[config.mk]
export PLATFORM = sky130hd
export DESIGN_NAME = clk_chain_wdog
export DESIGN_NICKNAME = d
export VERILOG_FILES = /design/src/rtl/clk_chain_wdog.sv
export SDC_FILE = /design/constraint.sdc
export NUM_CORES = 1
export LEC_CHECK = 0
export ABC_AREA = 1
export ABC_CLOCK_PERIOD_IN_PS = 1960
export BUFFER_PORTS_ARGS = -buffer_cell sky130_fd_sc_hd__buf_2
export CAP_MARGIN = 20
export CELL_PAD_IN_SITES_DETAIL_PLACEMENT = 1
export CELL_PAD_IN_SITES_GLOBAL_PLACEMENT = 2
export CORE_AREA = 2 2 101 84
export CTS_BUF_LIST = sky130_fd_sc_hd__clkbuf_4 sky130_fd_sc_hd__clkbuf_8 sky130_fd_sc_hd__clkbuf_16
export CTS_CLUSTER_SIZE = 20
export DETAILED_ROUTE_END_ITERATION = 8
export DIE_AREA = 0 0 103 86
export PLACE_DENSITY_LB_ADDON = 0.1
export SLEW_MARGIN = 0
export SYNTH_ARGS = -nofsm -noshare
export SYNTH_HDL_FRONTEND = slang
export SYNTH_SLANG_ARGS = --single-unit
[constraint.sdc]
create_clock -name clk -period 1.96 [get_ports clk]
set_input_delay 0.49 -clock clk [delete_from_list [all_inputs] [get_ports clk]]
set_output_delay 0.49 -clock clk [all_outputs]
set_load 0.1 [all_outputs]
[src/rtl/clk_chain_wdog.sv]
module clk_chain_wdog #(
  parameter int ADC_LOG2     = 3,
  parameter int CPU_LOG2     = 4,
  parameter int AUX_LOG2     = 5,
  parameter int IRQ_LOG2     = 14,
  parameter int SLOW_LOG2    = 15,
  parameter int DISP_LOG2    = 16,
  parameter int WDOG_LIMIT   = 16,
  parameter int POR_CYCLES   = 49152,
  parameter int WDRST_CYCLES = 256
) (
  input  logic clk,
  input  logic pwr_ok,
  input  logic kick_n,
  output logic adc_en,
  output logic cpu_en,
  output logic aux_en,
  output logic irq_pulse,
  output logic slow_en,
  output logic disp_clk,
  output logic rst_n
);
  localparam int CW = DISP_LOG2;
  localparam int WW = $clog2(WDOG_LIMIT + 1);
  localparam int PW = $clog2(POR_CYCLES + 1);
  localparam int RW = $clog2(WDRST_CYCLES + 1);
  localparam logic [WW-1:0] WD_LAST = WW'(WDOG_LIMIT - 1);
  localparam logic [PW-1:0] POR_END = PW'(POR_CYCLES);
  localparam logic [RW-1:0] WDR_LEN = RW'(WDRST_CYCLES);

  logic [CW-1:0] chain;
  logic [PW-1:0] por_cnt;
  logic [WW-1:0] wd_cnt;
  logic [RW-1:0] wdr_cnt;
  logic          por_done, bite;

  always_ff @(posedge clk or negedge pwr_ok)
    if (!pwr_ok) chain <= '0;
    else         chain <= chain + 1'b1;

  assign adc_en    = pwr_ok & (&chain[ADC_LOG2-1:0]);
  assign cpu_en    = pwr_ok & (&chain[CPU_LOG2-1:0]);
  assign aux_en    = pwr_ok & (&chain[AUX_LOG2-1:0]);
  assign irq_pulse = pwr_ok & (&chain[IRQ_LOG2-1:0]);
  assign slow_en   = pwr_ok & (&chain[SLOW_LOG2-1:0]);
  assign disp_clk  = chain[CW-1];

  always_ff @(posedge clk or negedge pwr_ok)
    if (!pwr_ok)              por_cnt <= '0;
    else if (por_cnt != POR_END) por_cnt <= por_cnt + 1'b1;

  assign por_done = (por_cnt == POR_END);
  assign rst_n    = pwr_ok & por_done & (wdr_cnt == '0);
  assign bite     = rst_n & kick_n & slow_en & (wd_cnt == WD_LAST);

  always_ff @(posedge clk or negedge pwr_ok)
    if (!pwr_ok)                     wd_cnt <= '0;
    else if (!rst_n || !kick_n || bite) wd_cnt <= '0;
    else if (slow_en)                wd_cnt <= wd_cnt + 1'b1;

  always_ff @(posedge clk or negedge pwr_ok)
    if (!pwr_ok)             wdr_cnt <= '0;
    else if (bite)           wdr_cnt <= WDR_LEN;
    else if (wdr_cnt != '0)  wdr_cnt <= wdr_cnt - 1'b1;

  AST_ADC_ONE_CYCLE: assert property (@(posedge clk) disable iff (!pwr_ok) adc_en |=> !adc_en);
  AST_CPU_NESTS:     assert property (@(posedge clk) disable iff (!pwr_ok) cpu_en |-> adc_en && aux_en == (&chain[AUX_LOG2-1:0]));
  AST_IRQ_NESTS:     assert property (@(posedge clk) disable iff (!pwr_ok) irq_pulse |-> aux_en && cpu_en);
  AST_DISP_ON_SLOW:  assert property (@(posedge clk) disable iff (!pwr_ok) (disp_clk != $past(disp_clk)) |-> $past(slow_en));
  AST_POR_HOLDS:     assert property (@(posedge clk) disable iff (!pwr_ok) !por_done |-> !rst_n);
  AST_WDR_LASTS:     assert property (@(posedge clk) disable iff (!pwr_ok) bite |=> !rst_n && wd_cnt == '0);
  AST_WD_BOUND:      assert property (@(posedge clk) disable iff (!pwr_ok) wd_cnt <= WD_LAST);
  AST_KICK_CLEARS:   assert property (@(posedge clk) disable iff (!pwr_ok) (!kick_n && rst_n) |=> wd_cnt == '0 && rst_n);
  AST_RST_FREEZES:   assert property (@(posedge clk) disable iff (!pwr_ok) !rst_n |=> wd_cnt == '0);
endmodule

==> run_results.csv, run 1 <==
group,metric,value,unit
run_status,status,"finished with violations",
run_status,violations,"negative setup slack",
layout,antenna_cells,0,
global_route,track_usage,0.126,
sta,setup_tns,-0.728,ns
layout,final_common_cell,"buf_4",
sta,fmax,461,MHz
layout,area_growth,41.8,%
logic_synthesis,synth_edf_count,0,
global_route,grt_pass1_wl,8630,microns
clock_tree,htree_levels,2,
critical_path,start_kind,"flop",
clock_tree,clock-root-buffer,"clkbuf_8",
sta,clock_skew,0.00929,ns
floorplan,ioPinCount,10,
global_route,first_global_vias,1810,
hold_path,hold_path_class,"primary input to asynchronous set/reset pin",
floorplan,die_h,86,microns
placed_design,routabilityCongestion,0.684,
placed_design,portBuffers,9,
layout,final_area,3240,sq um
run,drv_cap,0,
sta,setup_viol,9,
routing,drc,0,
logic_synthesis,ys_seq_area_frac,0.504,
logic_synthesis,syn_inst,239,
clock_tree,max-clock-path-buffers,2,
layout,multi_input_area,1200,sq um
routing,drtAntennaViolNets,0,
clock_tree,clk_latency,0.31,ns
floorplan,die_area,8860,sq um
logic_synthesis,synth_ff_type,"dfrtp_1",
sta,max_slew.worst_pin.slew,0.490,ns
power,power.density,530,nW/um^2
routing,drt_wl_total,5120,microns
sta,fin_crit_sh,1.11,
layout,fill_cells,891,
routing,via_per_inst,4.19,
sta,hold_viol_final,0,
clock_tree,cts_buffers,5,
routing,wl_per_cell,12.4,microns
floorplan,die_x,103,microns
clock_tree,cts_tree,"yes",
routing,firstDrtPassIters,4,
critical_path,cp_max_fo,3,
routing,drt_iter0_markers,28,
clock_tree,path_clk_slew,0.08,ns
placed_design,placed_area,2640,sq um
sta,final.min_clock_period,2.17,ns
logic_synthesis,synth_cell_types,24,
floorplan,coreArea,7760,sq um
placed_design,dp_cells,364,
critical_path,endpoint_kind,"output port",
logic_synthesis,syn_avg_cell_area,9.55,sq um
layout,nets,314,
logic_synthesis,netlist_area,2280,sq um
global_route,overflow,0,
floorplan,start_util,0.294,
sta,setup_slack,-0.211,ns
layout,regArea,1150,sq um
sta,rsz0062_at_grt,"yes",
layout,layout_common_cells,"buf_4, dfrtp_1, nand2_1",
power,ir_drop,0.243,mV
clock_tree,cts.sinks,46,
layout,drive_gt1_frac,0.395,
sta,slew_viol_final,0,
critical_path,critical_path_class,"flop to output port",
logic_synthesis,ys_seq_elements,46,
global_route,grt_antenna_before_repair,0,
logic_synthesis,async_reset_ff_frac,1.00,
sta,max_slew_margin,0.676,
power,total_leakage_power,1.53,nW
floorplan,row_count,29,
critical_path,required,1.47,ns
global_route,grt_max_degree,33,
placed_design,dp_hpwl,3400,microns
layout,stdcell_count,412,
logic_synthesis,syn_nets,250,
critical_path,worst_ep_arrival_time,1.68,ns
logic_synthesis,ys_warn_count,0,
routing,num_vias,1725,
-- per-layer routing --
| metal | GRT usage | share of wire | vias up |
|---|---|---|---|
| li1 | - | - | 873 |
| met1 | 0.174 | 0.49 | 838 |
| met2 | 0.194 | 0.48 | 9 |
| met3 | 0.0277 | 0.021 | 5 |
| met4 | 0.0431 | 0.012 | 0 |
| met5 | 0 | 0 | - |
-- stage by stage --
step           hold slack, ns  utilization  setup slack (ns)  power (mW)
5_1_grt                 0.107        0.417            -0.295        1.80
3_5_place_dp            0.435        0.340            0.0121       0.999
6_report                0.117        0.417            -0.211        1.72
4_1_cts                 0.104        0.378            -0.232        1.76
3_3_place_gp            0.431        0.340            0.0866        1.00
2_1_floorplan           0.194            -            -0.527       0.969
-- final timing paths --
| check | from | end | slack [ns] | cells after the start |
|---|---|---|---|---|
| worst max-delay path | chain[0]$_DFF_PN0_ | slow_en | -0.21 | 7 |
| worst min-delay path | pwr_ok | chain[3]$_DFF_PN0_ | 0.12 | 2 |
| worst max register to register | chain[0]$_DFF_PN0_ | wdr_cnt[1]$_DFFE_PN0P_ | -0.01 | 12 |
| worst min register to register | chain[14]$_DFF_PN0_ | chain[14]$_DFF_PN0_ | 0.47 | 1 |
| max in group asynchronous | pwr_ok | por_cnt[10]$_DFFE_PN0P_ | 1.23 | 3 |
| min in group clk | chain[14]$_DFF_PN0_ | chain[14]$_DFF_PN0_ | 0.47 | 1 |
-- critical path, stage by stage (launching register included) --
cell and delay (ns):
dfrtp_1 0.41, ha_4 0.17, nand3_4 0.08, nor3_4 0.18
buf_6 0.13, nand3_4 0.10, clkinvlp_4 0.13, buf_12 0.17
-- registers in the layout, summed over array words and instances, names as in the netlist --
signal	flops
chain	16
por_cnt	16
wd_cnt	5
wdr_cnt	9
-- logic make-up (layout without fill, tap and decap cells) --
kind of cell,Yosys count,after routing,synth area share
fa+ha+maj,8,8,0.0439
flops,46,46,0.504
simple gates,107,107,0.251
buf+inv,35,100,0.0576
compound gates,13,13,0.0285
xor+xnor,30,30,0.115
-- power by group --
part	total, mW	switching [mW]	internal, mW
sequential	0.948	0	0.948
combinational	0.0322	0.0265	0.00577
clock	0.735	0.352	0.383
-- final cells by class --
cell class                 instances  share of cell area
tap                              108              0.0418
sequential                        46               0.356
inverter                          35              0.0429
clock buffer                       5              0.0213
timing repair buffer              57               0.154
clock inverter                     3              0.0135
multi-input combinational        158               0.370
-- timing repair --
action | in CTS | in global routing
setup buffers | 16 | 24
gates resized for setup | 20 | 27
setup endpoints to repair | 5 | 13
pin swaps | 10 | 15
hold buffers | 0 | 0
-- cell usage after synthesis, types with 3 or more instances --
cell type  instances  area share
nor2_1            29       0.048
xnor2_1           11       0.042
a21oi_1            5       0.011
xor2_1            19       0.073
o21ai_0            4      0.0088
ha_1               8       0.044
nand4_1            3      0.0082
dfrtp_1           46        0.50
nand3_1           22       0.048
inv_1             34       0.056
o21ai_1            4      0.0088
nor2_2             3      0.0082
nand2_1           32       0.053
nand2_2            3      0.0082
Note: power is estimated with default switching activity, not from simulation.
==> inputs of run 2 (changes only) <==
--- a/config.mk
+++ b/config.mk
@@ -5,7 +5,7 @@
 export SDC_FILE = /design/constraint.sdc
 export NUM_CORES = 1
 export LEC_CHECK = 0
-export ABC_AREA = 1
+export ABC_AREA = 0
 export ABC_CLOCK_PERIOD_IN_PS = 1960
 export BUFFER_PORTS_ARGS = -buffer_cell sky130_fd_sc_hd__buf_2
 export CAP_MARGIN = 20
==> run 2 against run 1 <==
  * The flow still finishes with violations (negative setup slack)
  * Die area unchanged
  * Clock-buffer cell count unchanged
  * Wire length up 4.0%
  * Via count down 5.9%
  * Critical endpoint is now rst_n
  * Largest power group unchanged
==> run_results.csv, run 2 <==
group,metric,value,unit
run_status,status,"finished with violations",
run_status,violations,"negative setup slack",
run,drv_cap,0,
floorplan,die_area,8860,sq um
logic_synthesis,synthXorXnorAreaFrac,0.123,
logic_synthesis,ys_seq_area_frac,0.503,
placed_design,portBuffers,9,
sta,setup_viol,5,
logic_synthesis,synth_cell_types,36,
routing,drt_wl_total,5330,microns
clock_tree,clock-root-buffer,"clkbuf_8",
critical_path,endpoint_kind,"output port",
logic_synthesis,synth_ff_type,"dfrtp_1",
logic_synthesis,ys_warn_count,0,
critical_path,required,1.47,ns
sta,fin_crit_sh,1.12,
global_route,first_global_vias,1747,
floorplan,ioPinCount,10,
clock_tree,path_clk_slew,0.09,ns
layout,nets,259,
hold_path,hold_path_class,"primary input to asynchronous set/reset pin",
layout,drive_gt1_frac,0.309,
clock_tree,max-clock-path-buffers,2,
layout,final_common_cell,"dfrtp_1",
layout,area_growth,31.2,%
layout,layout_common_cells,"dfrtp_1, buf_4, xnor2_1",
critical_path,cp_max_fo,2,
logic_synthesis,muxShareOfSynthArea,0.0175,
logic_synthesis,post_synth_and_or_nand_nor_area_fraction,0.261,
global_route,overflow,0,
logic_synthesis,synth-adder-area-share,0.0438,
power,power.density,563,nW/um^2
routing,drt_iter0_markers,24,
placed_design,dp_slack,-0.00739,ns
layout,utilization,0.387,
sta,max_slew.worst_pin.slew,0.487,ns
logic_synthesis,synth_edf_count,0,
sta,hold_viol_final,0,
routing,via_per_inst,4.55,
logic_synthesis,netlist_area,2290,sq um
sta,slew_viol_final,0,
routing,drc,0,
floorplan,die_x,103,microns
layout,top_regs,"chain: 16 flops, por_cnt: 16 flops, wdr_cnt: 9 flops",
logic_synthesis,syn_avg_cell_area,11.4,sq um
logic_synthesis,syn_inst,201,
floorplan,coreArea,7760,sq um
clock_tree,cts_buffers,5,
global_route,track_usage,0.133,
floorplan,row_count,29,
logic_synthesis,synth_top_family_by_area,"simple AND/OR/NAND/NOR gates",
routing,wl_per_cell,14.9,microns
global_route,grt_max_degree,23,
sta,fmax,456,MHz
logic_synthesis,synth_area_leaders,"dfrtp_1, xnor2_1, ha_1, xor2_1, nor4b_4",
floorplan,die_h,86,microns
sta,rsz0062_at_grt,"yes",
sta,final.min_clock_period,2.19,ns
placed_design,dp_hpwl,3850,microns
routing,num_vias,1623,
routing,firstDrtPassIters,3,
logic_synthesis,yosysMostFrequentCell,"dfrtp_1",
logic_synthesis,ys_seq_elements,46,
logic_synthesis,synth_compound_area_frac,0.0339,
power,total_leakage_power,1.39,nW
clock_tree,clk_latency,0.31,ns
global_route,grt_pass1_wl,8970,microns
sta,setup_slack,-0.231,ns
logic_synthesis,synth_common_cells,"dfrtp_1, xnor2_1, nor2_1",
clock_tree,cts_tree,"yes",
power,ir_drop,0.254,mV
global_route,grt_antenna_before_repair,0,
logic_synthesis,synth_largest_area_cell,"dfrtp_1",
routing,drtAntennaViolNets,0,
sta,max_slew_margin,0.677,
placed_design,routabilityCongestion,0.781,
clock_tree,cts.sinks,46,
clock_tree,htree_levels,2,
logic_synthesis,async_reset_ff_frac,1.00,
sta,clock_skew,0.0124,ns
floorplan,start_util,0.295,
logic_synthesis,syn_nets,212,
layout,antenna_cells,0,
critical_path,critical_path_class,"flop to output port",
critical_path,start_kind,"flop",
critical_path,worst_ep_arrival_time,1.70,ns
logic_synthesis,yosysTopAreaCellShare,0.503,
run 2: changes by cell type in the layout (fill, tap and decap cells not counted), sizes merged, moves of 5 or more:
cell,delta
inv,-24
nand2,-22
nor2,-21
buf,-16
xnor2,+11
nand3,-10
xor2,-9
nand4,+6
and2,+5
and3,+5
o21ai,-5
run 2: worst max-delay path, stage by stage, from the launching register on:
cell	delay, ns
dfrtp_1	0.42
nor4_4	0.29
buf_4	0.16
nand4_4	0.11
nor3_4	0.22
buf_12	0.20
run 2: layout make-up:
cell class	count	area [sq um]
Multi-Input combinational cell	144	1190
Fill cell	866	4760
Tap cell	108	135
Timing Repair Buffer	41	379
Clock buffer	5	68.8
Clock inverter	3	40.0
Inverter	10	40.0
Sequential cell	46	1150
run 2: path summary, 6_finish.rpt:
| check | cells after the start | startpoint | end | slack (ns) |
|---|---|---|---|---|
| worst max-delay path | 5 | por_cnt[10]$_DFFE_PN0P_ | rst_n | -0.23 |
| worst min-delay path | 2 | pwr_ok | chain[8]$_DFF_PN0_ | 0.20 |
| worst max register to register | 6 | por_cnt[10]$_DFFE_PN0P_ | wd_cnt[2]$_DFFE_PN0P_ | 0.12 |
| worst min register to register | 1 | por_cnt[15]$_DFFE_PN0P_ | por_cnt[15]$_DFFE_PN0P_ | 0.49 |
| max in group asynchronous | 3 | pwr_ok | wd_cnt[2]$_DFFE_PN0P_ | 1.47 |
| min in group clk | 1 | por_cnt[15]$_DFFE_PN0P_ | por_cnt[15]$_DFFE_PN0P_ | 0.49 |
run 2: cell families after synthesis:
logic type | Yosys count
adders and majority gates | 8
DFF | 46
and+or+nand+nor | 90
AOI/OAI and AO/OA | 10
buffers and inverters | 11
xor gates and xnor gates | 32
muxes | 4
run 2: through the flow:
step / instances / total power [mW] / hold WS [ns] / TNS, ns / cell area (sq um)
2_1_floorplan: 201 / 0.969 / 0.194 / -4.87 / 2300
3_3_place_gp: 333 / 0.999 / 0.460 / 0 / 2690
3_5_place_dp: 333 / 1.00 / 0.473 / -0.00739 / 2690
4_1_cts: 351 / 1.72 / 0.194 / -0.685 / 2930
5_1_grt: 357 / 1.76 / 0.224 / -0.950 / 3000
6_report: 357 / 1.69 / 0.199 / -0.541 / 3000
run 2: timing repair:
item,in CTS,in global routing
cloned,0,0
gates resized for setup,11,8
pin swaps,6,6
hold buffers,0,0
setup buffers,10,6
endpoints found under the setup margin,6,9
run 2: routing by layer:
metal  vias up  GRT usage  routed length, microns
li1        788          -                       -
met1       815      0.182                    2480
met2        13      0.208                    2640
met3         7     0.0277                     112
met4         0     0.0490                      98
met5         -          0                       0
run 2: where the power goes:
group	internal [mW]	switching [mW]
combinational	0.00719	0.0240
sequential	0.948	0
clock	0.376	0.335
==> inputs of run 3 (changes only) <==
--- a/config.mk
+++ b/config.mk
@@ -6,7 +6,7 @@
 export NUM_CORES = 1
 export LEC_CHECK = 0
 export ABC_AREA = 0
-export ABC_CLOCK_PERIOD_IN_PS = 1960
+export ABC_CLOCK_PERIOD_IN_PS = 2800
 export BUFFER_PORTS_ARGS = -buffer_cell sky130_fd_sc_hd__buf_2
 export CAP_MARGIN = 20
 export CELL_PAD_IN_SITES_DETAIL_PLACEMENT = 1
==> constraint.sdc (replaced) <==
create_clock -name clk -period 2.8 [get_ports clk]
set_input_delay 0.7 -clock clk [delete_from_list [all_inputs] [get_ports clk]]
set_output_delay 0.7 -clock clk [all_outputs]
set_load 0.1 [all_outputs]
==> run 3 against run 2 <==
  * The run now ends clean
  * Setup slack improved by 0.40 ns
  * Wire length shrank 6.7%
  * Highest routed layer unchanged
  * Register-to-register slack gained 0.74 ns
  * Core utilization is 4.0 points lower
  * Clock power fell by 39%
  * Cell count down 8.1%
  * Sequential share of layout area grew 4.4 points
  * Via count shrank 5.5%
  * First-iteration DRC count rose by 21%
  * Flip-flop and latch count stayed put
==> run_results.csv, run 3 (synthesis results as in run 2) <==
group,metric,value,unit
run_status,status,"finished, final reports clean",
power,power.share.clock,0.390,
sta,setup_slack,0.166,ns
floorplan,row_count,29,
routing,drc,0,
sta,hold_viol_final,0,
floorplan,die_x,103,microns
global_route,track_usage,0.126,
power,p_comb_frac,0.018,
global_route,grt_antenna_before_repair,0,
sta,slew_viol_final,0,
critical_path,cp_cell_sequence,"inv_1 -> ha_1 -> nor4b_4 -> nand2_2 -> nor3_4 -> buf_12",
layout,area_growth,17.5,%
sta,fin_crit_sh,0.941,
layout,antenna_cells,0,
routing,wl_per_cell,15.2,microns
sta,max_slew_margin,0.615,
placed_design,dp_cells,320,
clock_tree,ctsHoldBuffers,0,
layout,final_common_cell,"dfrtp_1",
placed_design,portBuffers,9,
sta,final.min_clock_period,2.63,ns
critical_path,cp_slowest_cell,"dfrtp_1",
clock_tree,cts.sinks,46,
routing,drt_iter0_markers,29,
clock_tree,ctsResizeCount,0,
layout,nets,230,
routing,via_per_inst,4.68,
floorplan,coreArea,7760,sq um
floorplan,start_util,0.295,
power,power.density,417,nW/um^2
routing,drt_wl_total,4970,microns
clock_tree,path_clk_slew,0.09,ns
placed_design,dp_slack,0.446,ns
clock_tree,cts_tree,"yes",
critical_path,cp_max_fo,4,
sta,hold_slack,0.427,ns
sta,max_slew.worst_pin.slew,0.576,ns
critical_path,critical_path_class,"flop to output port",
global_route,first_global_vias,1669,
layout,layout_common_cells,"dfrtp_1, xnor2_1, nor2_1",
layout,stdcell_count,328,
sta,clock_skew,0.00890,ns
clock_tree,cts_buffers,5,
power,intPower,876,uW
routing,num_vias,1534,
critical_path,endpoint_kind,"output port",
critical_path,required,2.10,ns
placed_design,dp_hpwl,3820,microns
sta,setup_viol,0,
critical_path,start_kind,"flop",
floorplan,die_area,8860,sq um
global_route,overflow,0,
placed_design,placed_area,2590,sq um
run,drv_cap,0,
sta,rsz0062_at_grt,"no",
placed_design,routabilityCongestion,0.765,
hold_path,hold_path_class,"primary input to asynchronous set/reset pin",
critical_path,worst_ep_arrival_time,1.93,ns
global_route,grt_pass1_wl,8580,microns
floorplan,ioPinCount,10,
floorplan,die_h,86,microns
clock_tree,max-clock-path-buffers,2,
clock_tree,htree_levels,2,
layout,drive_gt1_frac,0.164,
power,ir_drop,0.193,mV
layout,utilization,0.346,
clock_tree,clk_latency,0.30,ns
global_route,grt_max_degree,27,
sta,fmax,380,MHz
power,total_leakage_power,1.22,nW
power,power_frac_seq,0.592,
layout,final_area,2690,sq um
clock_tree,cts_setup_buffers,0,
clock_tree,clock-root-buffer,"clkbuf_8",
routing,firstDrtPassIters,4,
power,p_switching,244,uW
critical_path,slowest_delay,0.39,ns
power,switching_share,0.218,
routing,drtAntennaViolNets,0,
layout,top_regs,"chain: 16 flops, por_cnt: 16 flops, wdr_cnt: 9 flops",
==> run 3: power groups by stage <==
stage / Clock, mW / Sequential, mW / Combinational [mW]
4_1_cts: 0.459 / 0.664 / 0.0212
3_5_place_dp: 0 / 0.677 / 0.0211
3_3_place_gp: 0 / 0.677 / 0.0197
2_1_floorplan: 0 / 0.677 / 0.00117
6_report: 0.437 / 0.664 / 0.0196
5_1_grt: 0.487 / 0.664 / 0.0231
==> run 3: per-layer routing <==
metal / GRT usage / vias to the layer above / wire length, microns
met4: 0.0323 / 0 / 42
met1: 0.177 / 781 / 2440
met2: 0.197 / 19 / 2370
met5: 0 / - / 0
met3: 0.0269 / 4 / 123
li1: - / 730 / -
==> run 3: path summary, 6_finish.rpt <==
kind,from,endpoint,slack [ns],cells after the start
worst min-delay path,pwr_ok,chain[1]$_DFF_PN0_,0.43,2
worst max register to register,wdr_cnt[0]$_DFFE_PN0P_,wdr_cnt[0]$_DFFE_PN0P_,0.86,6
max in group asynchronous,pwr_ok,chain[15]$_DFF_PN0_,2.09,2
worst max-delay path,wdr_cnt[0]$_DFFE_PN0P_,rst_n,0.17,6
worst min register to register,por_cnt[15]$_DFFE_PN0P_,por_cnt[15]$_DFFE_PN0P_,0.49,1
min in group clk,por_cnt[15]$_DFFE_PN0P_,por_cnt[15]$_DFFE_PN0P_,0.49,1
==> run 3: area by class of cell <==
| class | instances | area, sq um |
|---|---|---|
| fill | 883 | 5080 |
| inverter | 10 | 37.5 |
| multi-input combinational | 144 | 1110 |
| clock buffer | 7 | 90.1 |
| tap | 108 | 135 |
| timing repair buffer | 12 | 158 |
| sequential | 46 | 1150 |
| clock inverter | 1 | 5.00 |
==> run 3: stage by stage <==
step,power [mW],setup TNS (ns)
2_1_floorplan,0.678,-0.124
3_3_place_gp,0.697,0
3_5_place_dp,0.698,0
4_1_cts,1.14,0
5_1_grt,1.17,0
6_report,1.12,0
==> run 3: worst max-delay path, delay by kind of cell (launching register included) <==
| family | cells | cell delay (ns) |
|---|---|---|
| adders and majority gates | 1 | 0.22 |
| buffers and inverters | 2 | 0.30 |
| DFF | 1 | 0.39 |
| and+or+nand+nor | 3 | 0.72 |
